**src/rtl/sysbus_pkg.sv**
```systemverilog
package sysbus_pkg;

  typedef enum logic [1:0] {ST_IDLE, ST_BEAT, ST_TURN} biu_state_e;

  function automatic logic [2:0] port_bytes(input logic [1:0] wc);
    case (wc)
      2'd0:    return 3'd1;
      2'd1:    return 3'd2;
      default: return 3'd4;
    endcase
  endfunction

  function automatic logic [2:0] beats_per_word(input logic [1:0] wc);
    case (wc)
      2'd0:    return 3'd4;
      2'd1:    return 3'd2;
      default: return 3'd1;
    endcase
  endfunction

  function automatic logic [31:0] lane_mask(input logic [1:0] wc);
    case (wc)
      2'd0:    return 32'h0000_00FF;
      2'd1:    return 32'h0000_FFFF;
      default: return 32'hFFFF_FFFF;
    endcase
  endfunction

  // bit position in the word of the piece carried by a given beat
  function automatic logic [4:0] lane_shift(input logic [1:0] wc, input logic [1:0] beat,
                                            input logic big);
    int b;
    int s;
    b = int'(port_bytes(wc));
    s = big ? (4 - (int'(beat) + 1) * b) * 8 : int'(beat) * b * 8;
    return s[4:0];
  endfunction

  function automatic logic [31:0] pick_piece(input logic [31:0] word, input logic [1:0] wc,
                                             input logic [1:0] beat, input logic big);
    return (word >> lane_shift(wc, beat, big)) & lane_mask(wc);
  endfunction

  function automatic logic [31:0] merge_piece(input logic [31:0] acc, input logic [31:0] piece,
                                              input logic [1:0] wc, input logic [1:0] beat,
                                              input logic big);
    logic [4:0] s;
    s = lane_shift(wc, beat, big);
    return (acc & ~(lane_mask(wc) << s)) | ((piece & lane_mask(wc)) << s);
  endfunction

  function automatic logic [31:0] beat_offset(input logic [1:0] wc, input logic [1:0] beat);
    return {30'd0, beat} * {29'd0, port_bytes(wc)};
  endfunction

endpackage

```
**src/rtl/sysbus_tick_gen.sv**
```systemverilog
module sysbus_tick_gen #(
  parameter int DIV = 2
) (
  input  logic clk,
  input  logic rst_n,
  output logic tick
);
  localparam int CW = (DIV > 2) ? $clog2(DIV) : 1;
  localparam logic [CW-1:0] TOP = CW'(DIV - 1);

  logic [CW-1:0] cnt;

  always_ff @(posedge clk or negedge rst_n) begin
    if (!rst_n)          cnt <= '0;
    else if (cnt == TOP) cnt <= '0;
    else                 cnt <= cnt + CW'(1);
  end

  assign tick = (cnt == TOP);
endmodule

```
**src/rtl/sysbus_region_dec.sv**
```systemverilog
module sysbus_region_dec #(
  parameter int NREG = 4
) (
  input  logic [31:0]        addr,
  input  logic [NREG*32-1:0] base,
  input  logic [NREG*32-1:0] mask,
  input  logic [NREG*2-1:0]  width,
  input  logic [NREG*2-1:0]  turn,
  output logic [1:0]         wc,
  output logic [1:0]         tc
);
  logic [NREG-1:0] hit;

  generate
    for (genvar i = 0; i < NREG; i++) begin : g_match
      assign hit[i] = (((addr ^ base[i*32 +: 32]) & mask[i*32 +: 32]) == 32'd0);
    end
  endgenerate

  // walk downward so the lowest matching index is written last
  always_comb begin
    wc = 2'd2;
    tc = 2'd0;
    for (int i = NREG - 1; i >= 0; i--) begin
      if (hit[i]) begin
        wc = width[i*2 +: 2];
        tc = turn[i*2 +: 2];
      end
    end
  end
endmodule

```
**src/rtl/sysbus_lane.sv**
```systemverilog
module sysbus_lane
  import sysbus_pkg::*;
(
  input  logic [31:0] wbuf,
  input  logic [31:0] acc,
  input  logic [31:0] rdata,
  input  logic [1:0]  wc,
  input  logic [1:0]  beat,
  input  logic        big,
  output logic [31:0] wdata_out,
  output logic [31:0] acc_next
);
  assign wdata_out = pick_piece(wbuf, wc, beat, big);
  assign acc_next  = merge_piece(acc, rdata, wc, beat, big);
endmodule

```
**src/rtl/sysbus_biu.sv**
```systemverilog
module sysbus_biu
  import sysbus_pkg::*;
#(
  parameter int NREG        = 4,
  parameter int DIV         = 2,
  parameter int BURST_WORDS = 4
) (
  input  logic               clk,
  input  logic               rst_n,
  input  logic               cfg_big_endian,
  input  logic [NREG*32-1:0] rg_base,
  input  logic [NREG*32-1:0] rg_mask,
  input  logic [NREG*2-1:0]  rg_width,
  input  logic [NREG*2-1:0]  rg_turn,
  input  logic               req_valid,
  output logic               req_ready,
  input  logic               req_write,
  input  logic               req_burst,
  input  logic [31:0]        req_addr,
  input  logic [31:0]        req_wdata,
  output logic               wr_take,
  output logic               rd_valid,
  output logic [31:0]        rd_data,
  output logic               xb_tick,
  output logic               xb_cs,
  output logic               xb_we,
  output logic [31:0]        xb_addr,
  output logic [31:0]        xb_wdata,
  input  logic [31:0]        xb_rdata
);
  localparam int WW = (BURST_WORDS > 2) ? $clog2(BURST_WORDS) : 1;
  localparam logic [WW-1:0] LAST_WORD = WW'(BURST_WORDS - 1);

  biu_state_e  st;
  logic [31:0] cur_addr, wbuf, acc, rdd_q;
  logic [1:0]  beat, wc, turn, tcnt, dec_wc, dec_tc;
  logic [WW-1:0] word;
  logic        is_wr, is_burst, big, rdv_q;

  // named internal events
  logic        idle_w, beating, turning, beat_last, word_last, accept;
  logic [2:0]  beat_total;
  logic [31:0] acc_next, lane_wdata;

  sysbus_tick_gen #(.DIV(DIV)) u_tick (.clk(clk), .rst_n(rst_n), .tick(xb_tick));

  sysbus_region_dec #(.NREG(NREG)) u_dec (
    .addr(req_addr), .base(rg_base), .mask(rg_mask), .width(rg_width), .turn(rg_turn),
    .wc(dec_wc), .tc(dec_tc)
  );

  sysbus_lane u_lane (
    .wbuf(wbuf), .acc(acc), .rdata(xb_rdata), .wc(wc), .beat(beat), .big(big),
    .wdata_out(lane_wdata), .acc_next(acc_next)
  );

  assign idle_w     = (st == ST_IDLE);
  assign beating    = (st == ST_BEAT);
  assign turning    = (st == ST_TURN);
  assign beat_total = beats_per_word(wc);
  assign beat_last  = ({1'b0, beat} == beat_total - 3'd1);
  assign word_last  = !is_burst || (word == LAST_WORD);
  assign req_ready  = xb_tick && idle_w;
  assign accept     = req_ready && req_valid;
  assign wr_take    = xb_tick && beating && is_wr && beat_last && !word_last;

  assign xb_cs    = beating;
  assign xb_we    = beating && is_wr;
  assign xb_addr  = cur_addr + beat_offset(wc, beat);
  assign xb_wdata = lane_wdata;
  assign rd_valid = rdv_q;
  assign rd_data  = rdd_q;

  always_ff @(posedge clk or negedge rst_n) begin
    if (!rst_n) begin
      st       <= ST_IDLE;
      cur_addr <= '0;
      wbuf     <= '0;
      acc      <= '0;
      rdd_q    <= '0;
      beat     <= '0;
      word     <= '0;
      wc       <= 2'd2;
      turn     <= '0;
      tcnt     <= '0;
      is_wr    <= 1'b0;
      is_burst <= 1'b0;
      big      <= 1'b0;
      rdv_q    <= 1'b0;
    end else begin
      rdv_q <= 1'b0;
      if (accept) begin
        st       <= ST_BEAT;
        cur_addr <= req_addr & 32'hFFFF_FFFC;
        beat     <= '0;
        word     <= '0;
        is_wr    <= req_write;
        is_burst <= req_burst;
        wc       <= dec_wc;
        turn     <= dec_tc;
        big      <= cfg_big_endian;
        wbuf     <= req_wdata;
        acc      <= '0;
      end else if (xb_tick && beating) begin
        if (!beat_last) begin
          beat <= beat + 2'd1;
          if (!is_wr) acc <= acc_next;
        end else begin
          beat <= '0;
          acc  <= '0;
          if (!is_wr) begin
            rdd_q <= acc_next;
            rdv_q <= 1'b1;
          end
          if (!word_last) begin
            word     <= word + WW'(1);
            cur_addr <= cur_addr + 32'd4;
            if (is_wr) wbuf <= req_wdata;
          end else if (!is_wr && turn != 2'd0) begin
            st   <= ST_TURN;
            tcnt <= turn;
          end else begin
            st <= ST_IDLE;
          end
        end
      end else if (xb_tick && turning) begin
        if (tcnt == 2'd1) st <= ST_IDLE;
        else              tcnt <= tcnt - 2'd1;
      end
    end
  end
endmodule

```
**config.mk**
```make
export PLATFORM = sky130hd
export DESIGN_NAME = sysbus_biu
export DESIGN_NICKNAME = d
export VERILOG_FILES = /design/src/rtl/sysbus_pkg.sv /design/src/rtl/sysbus_tick_gen.sv /design/src/rtl/sysbus_region_dec.sv /design/src/rtl/sysbus_lane.sv /design/src/rtl/sysbus_biu.sv
export SDC_FILE = /design/constraint.sdc
export NUM_CORES = 1
export LEC_CHECK = 0
export CORE_MARGIN = 8
export CORE_UTILIZATION = 25
export CTS_BUF_LIST = sky130_fd_sc_hd__clkbuf_16
export DETAILED_ROUTE_END_ITERATION = 10
export PLACE_DENSITY = 0.66
export SYNTH_ARGS = -nofsm -noshare
export SYNTH_HDL_FRONTEND = slang
export SYNTH_SLANG_ARGS = --single-unit
export TNS_END_PERCENT = 1
```
**constraint.sdc**
```tcl
create_clock -name clk -period 3.7 [get_ports clk]
set_input_delay 0.74 -clock clk [delete_from_list [all_inputs] [get_ports clk]]
set_output_delay 0.74 -clock clk [all_outputs]
set_load 0.02 [all_outputs]
```
==> metrics.txt <==
# TYPE chip_impl_metric gauge
chip_impl_metric{name="dp.final_hpwl",unit="um"} 41460
chip_impl_metric{name="ys_types",unit=""} 67
chip_impl_metric{name="power.leakage",unit="nW"} 6.791
chip_impl_metric{name="worstPathArrival",unit="ns"} 3.43
chip_impl_info{name="cp-end-kind",value="output port"} 1
chip_impl_metric{name="postRouteAntennaNets",unit=""} 0
chip_impl_metric{name="synth_seq_area_share",unit="%"} 36.98
chip_impl_metric{name="route.detailed.drc",unit=""} 0
chip_impl_metric{name="multi_input_comb_area",unit="um2"} 5793
chip_impl_metric{name="cts.sinks",unit=""} 143
chip_impl_metric{name="postCtsHoldBufs",unit=""} 0
chip_impl_metric{name="insertion_delay",unit="ns"} 0.42
chip_impl_metric{name="number_of_nets_in_the_synthesized_netlist",unit=""} 1427
chip_impl_metric{name="area.growth.synth_to_final",unit="%"} 64.99
chip_impl_metric{name="drive_above_1_share",unit="%"} 14.61
chip_impl_metric{name="dr.first_iter.drc_count",unit=""} 679
chip_impl_metric{name="start_util",unit="%"} 25.16
chip_impl_metric{name="preCtsSetupSlack",unit="ns"} -0.4387
chip_impl_metric{name="internal_power",unit="mW"} 5.410
chip_impl_metric{name="final_critical_path_setup_slack",unit="ns"} -0.4748
chip_impl_info{name="setup.worst_path.start_class",value="register"} 1
chip_impl_metric{name="fin_nets",unit=""} 1920
chip_impl_metric{name="placedCellCount",unit=""} 2028
chip_impl_metric{name="fin_worst_skew",unit="ns"} 0.01024
chip_impl_metric{name="grt_first_pass_wirelength",unit="um"} 70910
chip_impl_metric{name="p_sw",unit="mW"} 3.980
chip_impl_metric{name="tightest_slew",unit="ns"} 0.7725
chip_impl_metric{name="final_hold_viol_count",unit=""} 0
chip_impl_metric{name="power_share_of_the_sequential_group",unit="%"} 30.4
chip_impl_metric{name="routed_wl",unit="um"} 49160
chip_impl_metric{name="finish.cell_count_without_fillers",unit=""} 2068
chip_impl_metric{name="htreeDepth",unit=""} 4
chip_impl_metric{name="ioPinCount",unit=""} 476
chip_impl_metric{name="rows",unit=""} 72
chip_impl_metric{name="fmax",unit="GHz"} 0.2395
chip_impl_metric{name="fin_worst_hold_slack",unit="ns"} 0.3381
chip_impl_metric{name="power_frac_comb",unit="%"} 51.9
chip_impl_metric{name="postSynthAreaPerCell",unit="um2"} 9.298
chip_impl_metric{name="period_share",unit="%"} 112.8
chip_impl_metric{name="synth_edf_count",unit=""} 0
chip_impl_metric{name="clock_path_buffers",unit=""} 2
chip_impl_metric{name="numCtsBuffers",unit=""} 17
chip_impl_metric{name="power_frac_clock",unit="%"} 17.7
chip_impl_metric{name="seqCellArea",unit="um2"} 3580
chip_impl_metric{name="final_util",unit="%"} 41.52
chip_impl_metric{name="final_max_slew_viol_count",unit=""} 0
chip_impl_metric{name="gr-usage-all-layers",unit="%"} 21.09
chip_impl_metric{name="final_wtd_congestion",unit=""} 0.9400
chip_impl_metric{name="worst_slew_margin_rel",unit="%"} 48.31
chip_impl_metric{name="vias",unit=""} 10301
chip_impl_metric{name="core_region_area",unit="um2"} 38470
chip_impl_metric{name="floorplan.die.width",unit="um"} 212.8
chip_impl_metric{name="tns",unit="ns"} -6.050
chip_impl_metric{name="yosysWarnings",unit=""} 0
chip_impl_metric{name="clkSlewWorstSetupHoldPaths",unit="ns"} 0.06
chip_impl_metric{name="max_cap_viol",unit=""} 0
chip_impl_info{name="tritoncts_clock_tree",value="done"} 1
chip_impl_info{name="postSynth.topFlopCell",value="sky130_fd_sc_hd__dfrtp_1"} 1
chip_impl_metric{name="vias_per_cell",unit=""} 4.981
chip_impl_metric{name="critical_path_peak_fanout",unit=""} 3
chip_impl_metric{name="grt_start_max_net_pins",unit=""} 74
chip_impl_info{name="timing.setup.critical_path_class",value="reg2out"} 1
chip_impl_metric{name="antenna_violations_before_repair",unit=""} 7
chip_impl_metric{name="die_area",unit="um2"} 45270
chip_impl_metric{name="synthesis.instances",unit=""} 1041
chip_impl_metric{name="power_density",unit="nW/um2"} 588.0
chip_impl_metric{name="floorplan_die_height",unit="um"} 212.8
chip_impl_metric{name="dpl-instance-area",unit="um2"} 15340
chip_impl_metric{name="fillCellCount",unit=""} 3817
chip_impl_metric{name="share_of_async_settable_or_async_resettable_flops_after_synthesis",unit="%"} 100.0
chip_impl_metric{name="detail_route.first_pass.iterations",unit=""} 5
chip_impl_metric{name="place.port_buffers",unit=""} 475
chip_impl_info{name="violations_in_the_final_reports",value="negative setup slack"} 1
chip_impl_metric{name="grt_pass1_vias",unit=""} 10896
chip_impl_metric{name="final_cell_area",unit="um2"} 15970
chip_impl_metric{name="finalPower",unit="mW"} 9.390
chip_impl_info{name="clock_tree.root_cell",value="sky130_fd_sc_hd__clkbuf_16"} 1
chip_impl_info{name="rsz0062_at_grt",value="true"} 1
chip_impl_metric{name="proportion_of_total_power_due_to_net_switching",unit="%"} 42.39
chip_impl_metric{name="grt_overflow_total",unit=""} 0
chip_impl_metric{name="irDropWorstVdd",unit="mV"} 0.3628
chip_impl_metric{name="worstPathRequired",unit="ns"} 2.96
chip_impl_metric{name="ys_seq_elements",unit=""} 143
chip_impl_metric{name="final.min_clock_period",unit="ns"} 4.175
chip_impl_metric{name="report.final.setup_viol",unit=""} 23
chip_impl_info{name="run_status",value="finished, violations left"} 1
chip_impl_metric{name="synth_area",unit="um2"} 9679
chip_impl_metric{name="detail_route.wl_per_cell",unit="um"} 23.77
chip_impl_info{name="hold_class",value="in2async"} 1
layout by cell type, fill, tap and decap left out, types with 4 or more instances in the layout:
| cell | count |
|---|---|
| sky130_fd_sc_hd__clkdlybuf4s50_1 | 412 |
| sky130_fd_sc_hd__xor2_1 | 145 |
| sky130_fd_sc_hd__dfrtp_1 | 142 |
| sky130_fd_sc_hd__nand2_1 | 121 |
| sky130_fd_sc_hd__buf_4 | 102 |
| sky130_fd_sc_hd__o21ai_0 | 69 |
| sky130_fd_sc_hd__a22oi_1 | 62 |
| sky130_fd_sc_hd__a21oi_1 | 50 |
| sky130_fd_sc_hd__and3_1 | 32 |
| sky130_fd_sc_hd__nor2_1 | 28 |
| sky130_fd_sc_hd__dlygate4sd2_1 | 28 |
| sky130_fd_sc_hd__nand4_1 | 25 |
| sky130_fd_sc_hd__mux2_2 | 25 |
| sky130_fd_sc_hd__o21ai_1 | 22 |
| sky130_fd_sc_hd__nor3_1 | 19 |
| sky130_fd_sc_hd__a221o_1 | 19 |
| sky130_fd_sc_hd__a22o_1 | 17 |
| sky130_fd_sc_hd__clkbuf_16 | 17 |
| sky130_fd_sc_hd__mux2_1 | 16 |
| sky130_fd_sc_hd__xnor2_1 | 13 |
| sky130_fd_sc_hd__nand3_1 | 10 |
| sky130_fd_sc_hd__inv_1 | 9 |
| sky130_fd_sc_hd__mux2i_1 | 9 |
| sky130_fd_sc_hd__mux4_2 | 8 |
| sky130_fd_sc_hd__a222oi_1 | 8 |
| sky130_fd_sc_hd__ha_1 | 8 |
| sky130_fd_sc_hd__buf_6 | 8 |
| sky130_fd_sc_hd__and2_1 | 7 |
| sky130_fd_sc_hd__nor2_2 | 6 |
| sky130_fd_sc_hd__inv_6 | 6 |
| sky130_fd_sc_hd__nor2b_1 | 5 |
| sky130_fd_sc_hd__nor4_1 | 5 |
| sky130_fd_sc_hd__dlymetal6s2s_1 | 4 |
path summary, 6_finish.rpt:
| kind | start | to | slack, ns | depth (start not counted) |
|---|---|---|---|---|
| min reg2reg | rd_data[30]$_DFFE_PN0P_ | rd_data[30]$_DFFE_PN0P_ | 0.48 | 2 |
| max | wc[1]$_DFFE_PN1P_ | xb_addr[30] | -0.47 | 15 |
| min | rst_n | cur_addr[21]$_DFFE_PN0P_ | 0.34 | 1 |
| max reg2reg | wc[1]$_DFFE_PN1P_ | acc[16]$_DFFE_PN0P_ | 0.55 | 10 |
| min in group clk | rd_data[30]$_DFFE_PN0P_ | rd_data[30]$_DFFE_PN0P_ | 0.48 | 2 |
| max in group asynchronous | rst_n | wc[1]$_DFFE_PN1P_ | 2.33 | 2 |
registers in the layout, summed over array words and instances (netlist names):
name / cells
turn: 2
u_tick.tick: 1
rd_data: 32
big: 1
wc: 2
word: 2
wbuf: 32
beat: 2
acc: 32
is_wr: 1
st: 2
is_burst: 1
cur_addr: 30
tcnt: 2
rd_valid: 1
cell type report:
| cell class | instances | area share (%) |
|---|---|---|
| multi-input cells | 802 | 36.27 |
| repair buffers | 559 | 33.41 |
| flip-flops and latches | 143 | 22.41 |
| well taps | 518 | 4.058 |
| clock buffers | 17 | 2.664 |
| clock inverters | 15 | 0.8775 |
| inverters | 11 | 0.2585 |
| diodes | 3 | 0.04701 |
per-layer routing:
metal,global-route usage [%],vias up,wire length (um)
met3,4.697,63,3667
li1,-,4738,-
met5,0,-,35
met2,38.45,493,25250
met1,24.53,5001,18940
met4,5.783,6,1273
worst max-delay path: stages (launching register included):
cell                      delay [ns]
sky130_fd_sc_hd__dfstp_2        0.54
sky130_fd_sc_hd__ha_1           0.14
sky130_fd_sc_hd__inv_1          0.05
sky130_fd_sc_hd__fa_1           0.46
sky130_fd_sc_hd__inv_2          0.08
sky130_fd_sc_hd__buf_6          0.09
sky130_fd_sc_hd__ha_4           0.11
sky130_fd_sc_hd__a21oi_2        0.05
sky130_fd_sc_hd__nor2b_1        0.14
sky130_fd_sc_hd__o21ai_2        0.09
sky130_fd_sc_hd__or4_4          0.45
sky130_fd_sc_hd__buf_6          0.13
sky130_fd_sc_hd__or2_4          0.26
sky130_fd_sc_hd__nor2_4         0.15
sky130_fd_sc_hd__xor2_4         0.15
sky130_fd_sc_hd__buf_6          0.13
cells in the mapped netlist (all sizes together) (5+ instances only):
| cell type | instances | area share (%) |
|---|---|---|
| inv | 11 | 0.43 |
| nand2 | 124 | 4.8 |
| mux2i | 10 | 1.0 |
| and3 | 33 | 2.1 |
| a22oi | 66 | 5.4 |
| mux4 | 8 | 1.9 |
| nand3 | 12 | 0.62 |
| o21ai | 92 | 4.8 |
| dfrtp | 142 | 37 |
| ha | 10 | 1.3 |
| xor2 | 148 | 13 |
| nand4 | 26 | 1.7 |
| clkbuf | 48 | 1.9 |
| buf | 37 | 2.6 |
| a221o | 20 | 2.1 |
| nor3 | 21 | 1.1 |
| a21oi | 52 | 2.7 |
| a22o | 17 | 1.5 |
| and2 | 10 | 0.65 |
| nor2b | 5 | 0.32 |
| nor2 | 36 | 1.4 |
| nor4 | 8 | 0.74 |
| mux2 | 42 | 4.9 |
| xnor2 | 15 | 1.4 |
| a222oi | 8 | 0.83 |
cells by family after synthesis:
group                    after synthesis  share of synthesized area [%]
adder cells (fa/ha/maj)               12                          1.706
AND/OR/NAND/NOR                      296                          15.21
AO/OA/AOI/OAI                        270                          18.58
other                                  1                        0.03874
buffers and inverters                 96                          4.951
multiplexers                          60                          7.782
XOR/XNOR                             163                          14.75
flip-flops                           143                          36.98
power groups by stage:
stage | logic [mW] | registers, mW | clock network (mW)
after CTS | 4.91 | 2.84 | 1.70
final | 4.88 | 2.85 | 1.66
after detailed placement | 5.04 | 2.86 | 0
after global placement | 4.99 | 2.84 | 0
after global routing | 5.22 | 2.94 | 1.76
after floorplan | 2.61 | 2.82 | 0
timing repair:
action | in CTS | in global routing
resized for setup | 145 | 20
buffers inserted | 5 | 0
pin swaps | 9 | 10
setup endpoints to repair | 59 | 31
No activity file was read; power rests on OpenSTA's default activity.
